===== src/rtl/byteFifoPkg.sv =====
package byteFifoPkg;
  parameter int WordW        = 32;
  parameter int BytesPerWord = WordW / 8;
  parameter int GroupW       = 5;

  typedef struct packed {
    logic             push;
    logic             pop;
    logic [WordW-1:0] pushData;
  } fifoStrobes_t;
endpackage


===== src/rtl/fifoWordStore.sv =====
module fifoWordStore
  import byteFifoPkg::*;
#(
  parameter int DEPTH = 16
) (
  input  logic                  clk,
  input  logic                  rstN,
  input  fifoStrobes_t          strobes,
  input  logic                  engActive,
  input  logic                  dirRx,
  output logic [WordW-1:0]      headWord,
  output logic                  fifoFull,
  output logic                  fifoEmpty,
  output logic [2*GroupW-1:0]   groupFlags,
  output logic                  errStrobe
);
  localparam int PtrW = $clog2(DEPTH);
  localparam int CntW = $clog2(DEPTH + 1);
  localparam logic [CntW-1:0] HalfMark = CntW'(DEPTH / 2);
  localparam logic [CntW-1:0] FullMark = CntW'(DEPTH);

  logic [WordW-1:0] memWords [DEPTH];
  logic [PtrW-1:0]  rdPtr;
  logic [PtrW-1:0]  wrPtr;
  logic [CntW-1:0]  occ;
  logic             doPush;
  logic             doPop;
  logic [GroupW-1:0] grp;

  assign fifoFull  = (occ == FullMark);
  assign fifoEmpty = (occ == '0);
  assign doPush    = strobes.push && !fifoFull;
  assign doPop     = strobes.pop && !fifoEmpty;
  assign wrPtr     = rdPtr + occ[PtrW-1:0];
  assign headWord  = memWords[rdPtr];

  always_ff @(posedge clk) begin
    if (doPush) memWords[wrPtr] <= strobes.pushData;
  end

  always_ff @(posedge clk) begin
    if (!rstN) begin
      rdPtr     <= '0;
      occ       <= '0;
      errStrobe <= 1'b0;
    end else begin
      if (doPop) rdPtr <= rdPtr + 1'b1;
      occ       <= occ + CntW'(doPush) - CntW'(doPop);
      errStrobe <= (strobes.push && fifoFull) || (strobes.pop && fifoEmpty);
    end
  end

  // group bit order, low to high: active, half mark, full, empty, available
  assign grp[0] = 1'b1;
  assign grp[1] = dirRx ? (occ >= HalfMark) : (occ <= HalfMark);
  assign grp[2] = fifoFull;
  assign grp[3] = fifoEmpty;
  assign grp[4] = !fifoEmpty;

  always_comb begin
    groupFlags = '0;
    if (engActive) begin
      if (dirRx) groupFlags[2*GroupW-1:GroupW] = grp;
      else       groupFlags[GroupW-1:0]        = grp;
    end
  end

  AST_NO_OVERFLOW: assert property (@(posedge clk) disable iff (!rstN)
    occ <= FullMark);
  AST_FULL_HOLD: assert property (@(posedge clk) disable iff (!rstN)
    (strobes.push && !strobes.pop && fifoFull) |=> (occ == $past(occ) && errStrobe));
  AST_EMPTY_HOLD: assert property (@(posedge clk) disable iff (!rstN)
    (strobes.pop && !strobes.push && fifoEmpty) |=> (occ == '0 && errStrobe));
endmodule


===== src/rtl/fifoEngineCtrl.sv =====
module fifoEngineCtrl
  import byteFifoPkg::*;
#(
  parameter int LEN_W = 16
) (
  input  logic              clk,
  input  logic              rstN,
  input  logic              lenWrEn,
  input  logic [LEN_W-1:0]  lenWrData,
  input  logic              ctrlWrEn,
  input  logic [1:0]        ctrlWrData,
  input  logic              hostWrEn,
  input  logic [WordW-1:0]  hostWrData,
  input  logic              hostRdEn,
  input  logic              cardRdReady,
  input  logic [7:0]        cardRdByte,
  output logic              cardRdTake,
  input  logic              cardWrReady,
  output logic              cardWrValid,
  output logic [7:0]        cardWrByte,
  input  logic              fifoFull,
  input  logic              fifoEmpty,
  input  logic [WordW-1:0]  headWord,
  output fifoStrobes_t      strobes,
  output logic              dataEn,
  output logic              dirRx,
  output logic              endFlag,
  output logic [LEN_W-1:0]  bytesLeft
);
  localparam int LaneW = $clog2(BytesPerWord);
  localparam logic [LaneW-1:0] LastLane = LaneW'(BytesPerWord - 1);

  logic [LEN_W-1:0] lenReg;
  logic [LaneW-1:0] laneCnt;
  logic [WordW-1:0] shiftReg;
  logic [WordW-1:0] mergedWord;
  logic countLeft, lastByte, sendByte, moveByte;
  logic engPush, engPop, hostPush, hostPop;

  assign countLeft   = (bytesLeft != '0);
  assign cardRdTake  = dataEn && dirRx && countLeft && !fifoFull && cardRdReady;
  assign cardWrValid = dataEn && !dirRx && countLeft && ((laneCnt != '0) || !fifoEmpty);
  assign sendByte    = cardWrValid && cardWrReady;
  assign moveByte    = cardRdTake || sendByte;
  assign cardWrByte  = (laneCnt != '0) ? shiftReg[7:0] : headWord[7:0];
  assign mergedWord  = shiftReg | (WordW'(cardRdByte) << {laneCnt, 3'b000});
  assign lastByte    = (laneCnt == LastLane) || (bytesLeft == LEN_W'(1));

  assign engPush  = cardRdTake && lastByte;
  assign engPop   = sendByte && (laneCnt == '0);
  assign hostPush = hostWrEn && countLeft && !dirRx;
  assign hostPop  = hostRdEn && !engPop;

  assign strobes.push     = engPush || hostPush;
  assign strobes.pop      = engPop || hostPop;
  assign strobes.pushData = engPush ? mergedWord : hostWrData;

  always_ff @(posedge clk) begin
    if (!rstN) begin
      lenReg    <= '0;
      bytesLeft <= '0;
      laneCnt   <= '0;
      shiftReg  <= '0;
      dataEn    <= 1'b0;
      dirRx     <= 1'b0;
      endFlag   <= 1'b0;
    end else begin
      if (lenWrEn) lenReg <= lenWrData;
      if (ctrlWrEn) begin
        dataEn <= ctrlWrData[0];
        dirRx  <= ctrlWrData[1];
        if (ctrlWrData[0]) begin
          bytesLeft <= lenReg;
          laneCnt   <= '0;
          shiftReg  <= '0;
          endFlag   <= 1'b0;
        end
      end else begin
        if (dataEn && !countLeft) begin
          endFlag <= 1'b1;
          if (fifoEmpty) dataEn <= 1'b0;
        end
        if (cardRdTake) begin
          shiftReg <= lastByte ? '0 : mergedWord;
          laneCnt  <= lastByte ? '0 : laneCnt + 1'b1;
        end else if (sendByte) begin
          if (laneCnt != '0) begin
            shiftReg <= shiftReg >> 8;
            laneCnt  <= laneCnt - 1'b1;
          end else begin
            shiftReg <= headWord >> 8;
            laneCnt  <= (bytesLeft == LEN_W'(1)) ? '0 : LastLane;
          end
        end
        if (moveByte) bytesLeft <= bytesLeft - 1'b1;
      end
    end
  end

  AST_TAKE_GATED: assert property (@(posedge clk) disable iff (!rstN)
    cardRdTake |-> (cardRdReady && !fifoFull && bytesLeft != '0));
  AST_COUNT_STEP: assert property (@(posedge clk) disable iff (!rstN)
    (moveByte && !ctrlWrEn) |=> (bytesLeft == $past(bytesLeft) - 1'b1));
  AST_AUTO_OFF: assert property (@(posedge clk) disable iff (!rstN)
    (dataEn && bytesLeft == '0 && fifoEmpty && !ctrlWrEn) |=> (!dataEn && endFlag));
  AST_ONE_SIDE: assert property (@(posedge clk) disable iff (!rstN)
    !(cardRdTake && cardWrValid));
endmodule


===== src/rtl/byteFifoEngine.sv =====
module byteFifoEngine
  import byteFifoPkg::*;
#(
  parameter int DEPTH = 16,
  parameter int LEN_W = 16
) (
  input  logic              clk,
  input  logic              rstN,
  input  logic              lenWrEn,
  input  logic [LEN_W-1:0]  lenWrData,
  input  logic              ctrlWrEn,
  input  logic [1:0]        ctrlWrData,
  input  logic              hostWrEn,
  input  logic [WordW-1:0]  hostWrData,
  input  logic              hostRdEn,
  output logic [WordW-1:0]  hostRdData,
  input  logic              cardRdReady,
  input  logic [7:0]        cardRdByte,
  output logic              cardRdTake,
  input  logic              cardWrReady,
  output logic              cardWrValid,
  output logic [7:0]        cardWrByte,
  output logic              dataEnable,
  output logic [LEN_W-1:0]  bytesLeft,
  output logic [2*GroupW+1:0] statusFlags,
  output logic              errStrobe
);
  fifoStrobes_t strobes;
  logic fifoFull, fifoEmpty, dirRx, endFlag;
  logic [WordW-1:0] headWord;
  logic [2*GroupW-1:0] groupFlags;

  fifoEngineCtrl #(.LEN_W(LEN_W)) u_ctrl (
    .clk(clk), .rstN(rstN),
    .lenWrEn(lenWrEn), .lenWrData(lenWrData),
    .ctrlWrEn(ctrlWrEn), .ctrlWrData(ctrlWrData),
    .hostWrEn(hostWrEn), .hostWrData(hostWrData), .hostRdEn(hostRdEn),
    .cardRdReady(cardRdReady), .cardRdByte(cardRdByte), .cardRdTake(cardRdTake),
    .cardWrReady(cardWrReady), .cardWrValid(cardWrValid), .cardWrByte(cardWrByte),
    .fifoFull(fifoFull), .fifoEmpty(fifoEmpty), .headWord(headWord),
    .strobes(strobes), .dataEn(dataEnable), .dirRx(dirRx),
    .endFlag(endFlag), .bytesLeft(bytesLeft)
  );

  fifoWordStore #(.DEPTH(DEPTH)) u_store (
    .clk(clk), .rstN(rstN), .strobes(strobes),
    .engActive(dataEnable), .dirRx(dirRx),
    .headWord(headWord), .fifoFull(fifoFull), .fifoEmpty(fifoEmpty),
    .groupFlags(groupFlags), .errStrobe(errStrobe)
  );

  assign hostRdData  = fifoEmpty ? '0 : headWord;
  assign statusFlags = {groupFlags, endFlag, endFlag};
endmodule


===== config.mk =====
export PLATFORM = sky130hd
export DESIGN_NAME = byteFifoEngine
export DESIGN_NICKNAME = d
export VERILOG_FILES = /design/src/rtl/byteFifoPkg.sv /design/src/rtl/fifoWordStore.sv /design/src/rtl/fifoEngineCtrl.sv /design/src/rtl/byteFifoEngine.sv
export SDC_FILE = /design/constraint.sdc
export NUM_CORES = 1
export LEC_CHECK = 0
export ABC_AREA = 0
export BUFFER_PORTS_ARGS = -buffer_cell sky130_fd_sc_hd__clkbuf_2
export CAP_MARGIN = 0
export CORE_MARGIN = 4
export CORE_UTILIZATION = 55
export CTS_CLUSTER_SIZE = 16
export DETAILED_ROUTE_END_ITERATION = 8
export MAX_ROUTING_LAYER = met4
export PLACE_DENSITY_LB_ADDON = 0.08
export SKIP_LAST_GASP = 1
export SLEW_MARGIN = 20
export SYNTH_ARGS = -nofsm -noshare
export SYNTH_HDL_FRONTEND = slang
export SYNTH_HIERARCHICAL = 1
export SYNTH_SLANG_ARGS = --single-unit

===== constraint.sdc =====
create_clock -name clk -period 12.4 [get_ports clk]
set_clock_uncertainty 0.1 [all_clocks]
set_input_delay 1.86 -clock clk [delete_from_list [all_inputs] [get_ports clk]]
set_output_delay 1.86 -clock clk [all_outputs]
set_load 0.01 [all_outputs]

==> Word-level counts from Yosys, hierarchy flattened <==
Memories as Yosys holds them, arrays and structs flattened. A register that Yosys moved wholly into a read port is not among the register bits.
Cells that the tools add are included.
{ "word_totals": {"regBits": 79, "mem_bits_rw": 512, "input_bits": 66, "output_inout_bits": 72, "elab_cells": 100, "mem_count": 1} }
{ "classes": {"addsub": 7, "n_lt_le_gt_ge": 2, "eq_ne": 4, "n_shift": 1, "n_mux": 33, "n_bitwise": 1, "reduce_logical": 41} }
{ "memory_table": {"columns": ["memory", "words", "width", "rd", "rd_ports_with_merged_regs", "write_ports", "line", "source"], "rows": [
  ["u_store.memWords", 16, 32, 1, 1, 1, "fifoWordStore.sv:22", "logic [WordW-1:0] memWords [DEPTH];"]
]} }
{ "ops": {"columns": ["cell", "n"], "rows": [
  ["$mux W32", 7],
  ["$mux W16", 3],
  ["$or A32 B32 Y32", 1],
  ["$shl A8 B5 Y32", 1],
  ["$mux W24", 1],
  ["$logic_and A1 B1 Y1", 18],
  ["$eq A16 B1 Y1 const B", 1],
  ["$reduce_bool A16 Y1", 1],
  ["$sub A16 B1 Y16 const B", 1],
  ["$mux W2", 7],
  ["$mux W10", 1],
  ["$mux W5", 2],
  ["$mux W1", 9],
  ["$mux W4", 2],
  ["$mux W8", 1],
  ["$reduce_and A2 Y1", 4],
  ["$reduce_bool A2 Y1", 4],
  ["$logic_or A1 B1 Y1", 6],
  ["$add A5 B1 Y5", 1],
  ["$eq A5 B5 Y1 const B", 1],
  ["$ge A5 B4 Y1 const B", 1],
  ["$le A5 B4 Y1 const B", 1],
  ["$logic_not A1 Y1", 5],
  ["$logic_not A5 Y1", 1],
  ["9 further kinds", 9]
]} }

==> Longest topological paths before layout <==
{ "logic_depth": {"word_depth": 12, "mapped_depth": 17, "mapped_depth_nobuf": 15} }

==> Hierarchy <==
Netlist, hierarchy kept.
{ "by_module_without_submodules": {"columns": ["module", "instances", "cells_each", "area_per_inst_um2", "seq_area_each_um2"], "rows": [
  ["fifoWordStore", 1, 906, 20061.7, 15655.0],
  ["fifoEngineCtrl", 1, 536, 4199.0, 1381.3],
  ["byteFifoEngine", 1, 37, 237.7, 0.0]
]} }

==> Worst setup path after synthesis <==
OpenSTA, ideal clock, no wires.
{ "synth_timing": {"path_type": "input to register", "startpoint": "input cardRdReady", "endpoint": "memory u_store.memWords[0][0] (enable)", "setup_ns": 0.421, "arrival_ns": 4.470, "required_time_ns": 11.879, "path_slack_ns": 7.409, "stages": 8, "n_path_buf": 2, "path_cell_list": "nand4b_1 a211o_1 buf_2 buf_2 nand2_1 nor3b_1 nand2_1 nor2_1"} }
{ "synth_lines": {"columns": ["element", "line", "source"], "rows": [
  ["start, declared", "byteFifoEngine.sv:17", "input logic cardRdReady,"],
  ["end, declared", "fifoWordStore.sv:22", null]
]} }

==> load_flow_metrics.sql <==
INSERT INTO impl_metrics (metric_group, metric, value, unit) VALUES
('run_status', 'status', 'finished, final reports clean', ''),
('pwr', 'power_frac_clock', '30.9', '%'),
('critical_path', 'start_kind', 'register', ''),
('cts', 'insertion_delay', '620', 'ps'),
('detailed_routing', 'drtAntennaViolNets', '0', ''),
('placement', 'hpwl', '36500', 'um'),
('cts', 'cts_inserted_buffers', '58', ''),
('sta', 'grt_setup_unrepaired', 'no', ''),
('pwr', 'power.density', '197', 'mW/mm^2'),
('cells_and_area', 'multi_input_comb_area', '0.00712', 'sq mm'),
('critical_path', 'critPathCaptureType', 'output port', ''),
('critical_path', 'endpoint_arrival_time_on_the_critical_path', '3840', 'ps'),
('synth', 'number_of_enable_type_register_cells_in_the_synthesized_netlist', '512', ''),
('cts', 'cts_clock_pin_slew_for_the_worst_setup_and_hold_paths', '60', 'ps'),
('global_route', 'grt_pass1_wl', '93100', 'um'),
('cts', 'number_of_levels_the_h_tree_was_split_into', '2', ''),
('synth', 'synth-warning-count', '6', ''),
('cells_and_area', 'area.growth.synth_to_final', '14.1', '%'),
('critical_path', 'worst_r2r_path_depth', '15', ''),
('cts', 'clock_sink_count', '595', ''),
('global_route', 'vias_in_the_first_global_route', '14200', ''),
('cells_and_area', 'layout.cells.most_common', 'edfxtp_1', ''),
('synth', 'synth-async-reset-ratio', '0', '%'),
('synth', 'postSynthNetCount', '1563', ''),
('pwr', 'fraction_of_power_consumed_by_sequential_logic', '43.8', '%'),
('synth', 'synth_ff_type', 'edfxtp_1', ''),
('flow_run', 'max_cap_violations', '0', ''),
('detailed_routing', 'route.detailed.wl_per_inst', '27.8', 'um'),
('floorplan', 'num_io_pins', '138', ''),
('cells_and_area', 'area.sequential', '0.0170', 'sq mm'),
('synth', 'syn-instance-count', '1479', ''),
('pwr', 'comb_power_share', '25.3', '%'),
('sta', 'finalCritPeriodShare', '46.8', '%'),
('detailed_routing', 'via_count', '14500', ''),
('hold_path', 'hold_path.class', 'reg -> reg', ''),
('global_route', 'antenna_found_initial', '1', ''),
('placement', 'place.port_buffers', '137', ''),
('floorplan', 'initial_util', '55.5', '%'),
('critical_path', 'worst-r2r-setup-slack', '8190', 'ps'),
('detailed_routing', 'route.detailed.drc', '0', ''),
('cts', 'cts_max_path_buffers', '3', ''),
('hold_path', 'hp-start', 'u_ctrl/shiftReg[12]', ''),
('detailed_routing', 'viasPerCell', '6.36', ''),
('pwr', 'report.power.total', '0.00552', 'W'),
('floorplan', 'placement_rows', '77', ''),
('detailed_routing', 'dr.pass1.iters', '7', ''),
('pwr', 'power_leakage', '9.59', 'nW'),
('pwr', 'p_int', '0.00391', 'W'),
('cts', 'post_cts_hold_buffer_count', '0', ''),
('synth', 'synth-seq-cells', '595', ''),
('sta', 'final_min_period', '5800', 'ps'),
('sta', 'report.final.hold_viol_count', '0', ''),
('cells_and_area', 'drive_above_1_share', '27.1', '%'),
('sta', 'totalNegativeSetupSlack', '0', 'ps'),
('pwr', 'switching_share_of_power', '29.1', '%'),
('placement', 'gpl.final_weighted_congestion', '0.877', ''),
('cells_and_area', 'fillCellCount', '3296', ''),
('cells_and_area', 'nets', '1727', ''),
('cts', 'cts_tree', 'yes', ''),
('global_route', 'grt_overflow_total', '0', ''),
('sta', 'max-slew-margin-rel', '21.5', '%'),
('floorplan', 'die-width', '219', 'um'),
('global_route', 'globalRouteTotalUtil', '27.4', '%'),
('sta', 'fmaxAchievable', '172', 'MHz'),
('sta', 'setup_viol', '0', ''),
('critical_path', 'regToRegEndpoint', 'u_store/occ[4]', ''),
('cts', 'cts_setup_buffers', '0', ''),
('critical_path', 'critPathKind', 'reg -> out', ''),
('floorplan', 'dieHeight', '219', 'um'),
('pwr', 'max-vdd-ir-drop', '0.161', 'mV'),
('cts', 'quantity_of_gates_resized_following_cts', '0', '');
-- worst min path at each step --
| stage | cells after the start | slack (ps) | end |
|---|---|---|---|
| floorplan | 2 | 340 | u_ctrl/shiftReg[31] |
| global placement | 1 | 370 | u_ctrl/shiftReg[12] |
| detailed placement | 1 | 380 | u_ctrl/shiftReg[12] |
| CTS | 1 | 400 | u_ctrl/shiftReg[12] |
| global route | 1 | 420 | u_ctrl/shiftReg[17] |
| finish | 1 | 390 | u_ctrl/shiftReg[12] |
-- cells in the mapped netlist (3+ instances only) --
| cell | n | area, sq um |
|---|---|---|
| mux4_2 | 128 | 2880 |
| nand3b_1 | 3 | 22.5 |
| o31ai_1 | 3 | 22.5 |
| mux2i_1 | 44 | 440 |
| a31oi_1 | 12 | 75.1 |
| o21ai_1 | 6 | 30.0 |
| mux2_2 | 8 | 90.1 |
| a22oi_1 | 68 | 510 |
| nand2_1 | 127 | 477 |
| a21o_1 | 4 | 30.0 |
| inv_1 | 14 | 52.6 |
| a22o_1 | 5 | 43.8 |
| nor4_1 | 5 | 31.3 |
| edfxtp_1 | 512 | 15400 |
| dfxtp_1 | 83 | 1660 |
| and2_1 | 16 | 100 |
| and3_1 | 4 | 25.0 |
| clkbuf_1 | 41 | 154 |
| a21oi_1 | 57 | 285 |
| ha_1 | 16 | 200 |
| nor3_1 | 7 | 35.0 |
| nand3_1 | 9 | 45.0 |
| xnor2_1 | 7 | 61.3 |
| o21ai_0 | 67 | 335 |
| buf_6 | 6 | 67.6 |
| buf_2 | 19 | 95.1 |
| or4b_2 | 4 | 40.0 |
| xor2_1 | 4 | 35.0 |
| nor2_1 | 74 | 278 |
| buf_4 | 14 | 105 |
| a32o_1 | 24 | 240 |
| buf_1 | 11 | 41.3 |
| nor2b_1 | 37 | 231 |
-- stage by stage --
stage                     std cells  cell area [sq um]  hold slack, ps  setup slack (ps)
final                          2286              28000             393              6600
after global placement         2175              26100             372              7160
after global routing           2285              27900             424              6460
after CTS                      2284              27900             395              6560
after floorplan                1479              24500             344              7410
after detailed placement       2175              26100             382              7120
-- sequential cells by signal, indices dropped and copies added (netlist names), 2 cells and up, named ones only --
| name | count |
|---|---|
| u_ctrl/laneCnt | 2 |
| u_store/memWords | 512 |
| u_ctrl/bytesLeft | 16 |
| u_ctrl/lenReg | 16 |
| u_store/rdPtr | 4 |
| u_store/occ | 5 |
| u_ctrl/shiftReg | 32 |
-- final cells by class --
cell class	instances	share of cell area (%)
antenna	2	0.0179
clock buffer	78	5.64
clock inverter	31	0.967
inverter	15	0.210
multi-input combinational	778	25.5
sequential	595	61.0
tap	592	2.65
timing repair buffer	195	4.06
-- power by group through the flow --
| stage | registers [W] | clock network, W | logic [W] |
|---|---|---|---|
| final | 0.00242 | 0.00170 | 0.00140 |
| after global routing | 0.00243 | 0.00183 | 0.00150 |
| after floorplan | 0.00240 | 0 | 0.000998 |
| after detailed placement | 0.00246 | 0 | 0.00140 |
| after CTS | 0.00242 | 0.00174 | 0.00141 |
| after global placement | 0.00246 | 0 | 0.00139 |
-- critical path: stages (launching register included) --
cell	delay, ps
dfxtp_4	940
buf_4	960
mux4_2	430
a22oi_1	210
nand2_1	200
nor2b_1	200
clkbuf_2	170
-- metal layers --
layer | GRT usage, % | vias to the layer above | wire, um
met5 | - | - | 0
met4 | 7.54 | 0 | 1770
met3 | 5.70 | 121 | 5940
met2 | 41.1 | 729 | 29700
met1 | 38.9 | 7483 | 26100
li1 | - | 6215 | -
-- logic make-up (layout without fill, tap and decap cells) --
group	Yosys count	count (layout)	share of synthesized area, %
AOI/OAI and AO/OA	260	260	6.93
other	0	2	0
and+or+nand+nor	309	309	6.09
muxes	180	180	13.9
DFF	595	595	69.5
buffers and inverters	106	319	2.13
adders and majority gates	18	18	0.981
xor gates and xnor gates	11	11	0.393
No activity file was read; power rests on OpenSTA's default activity.
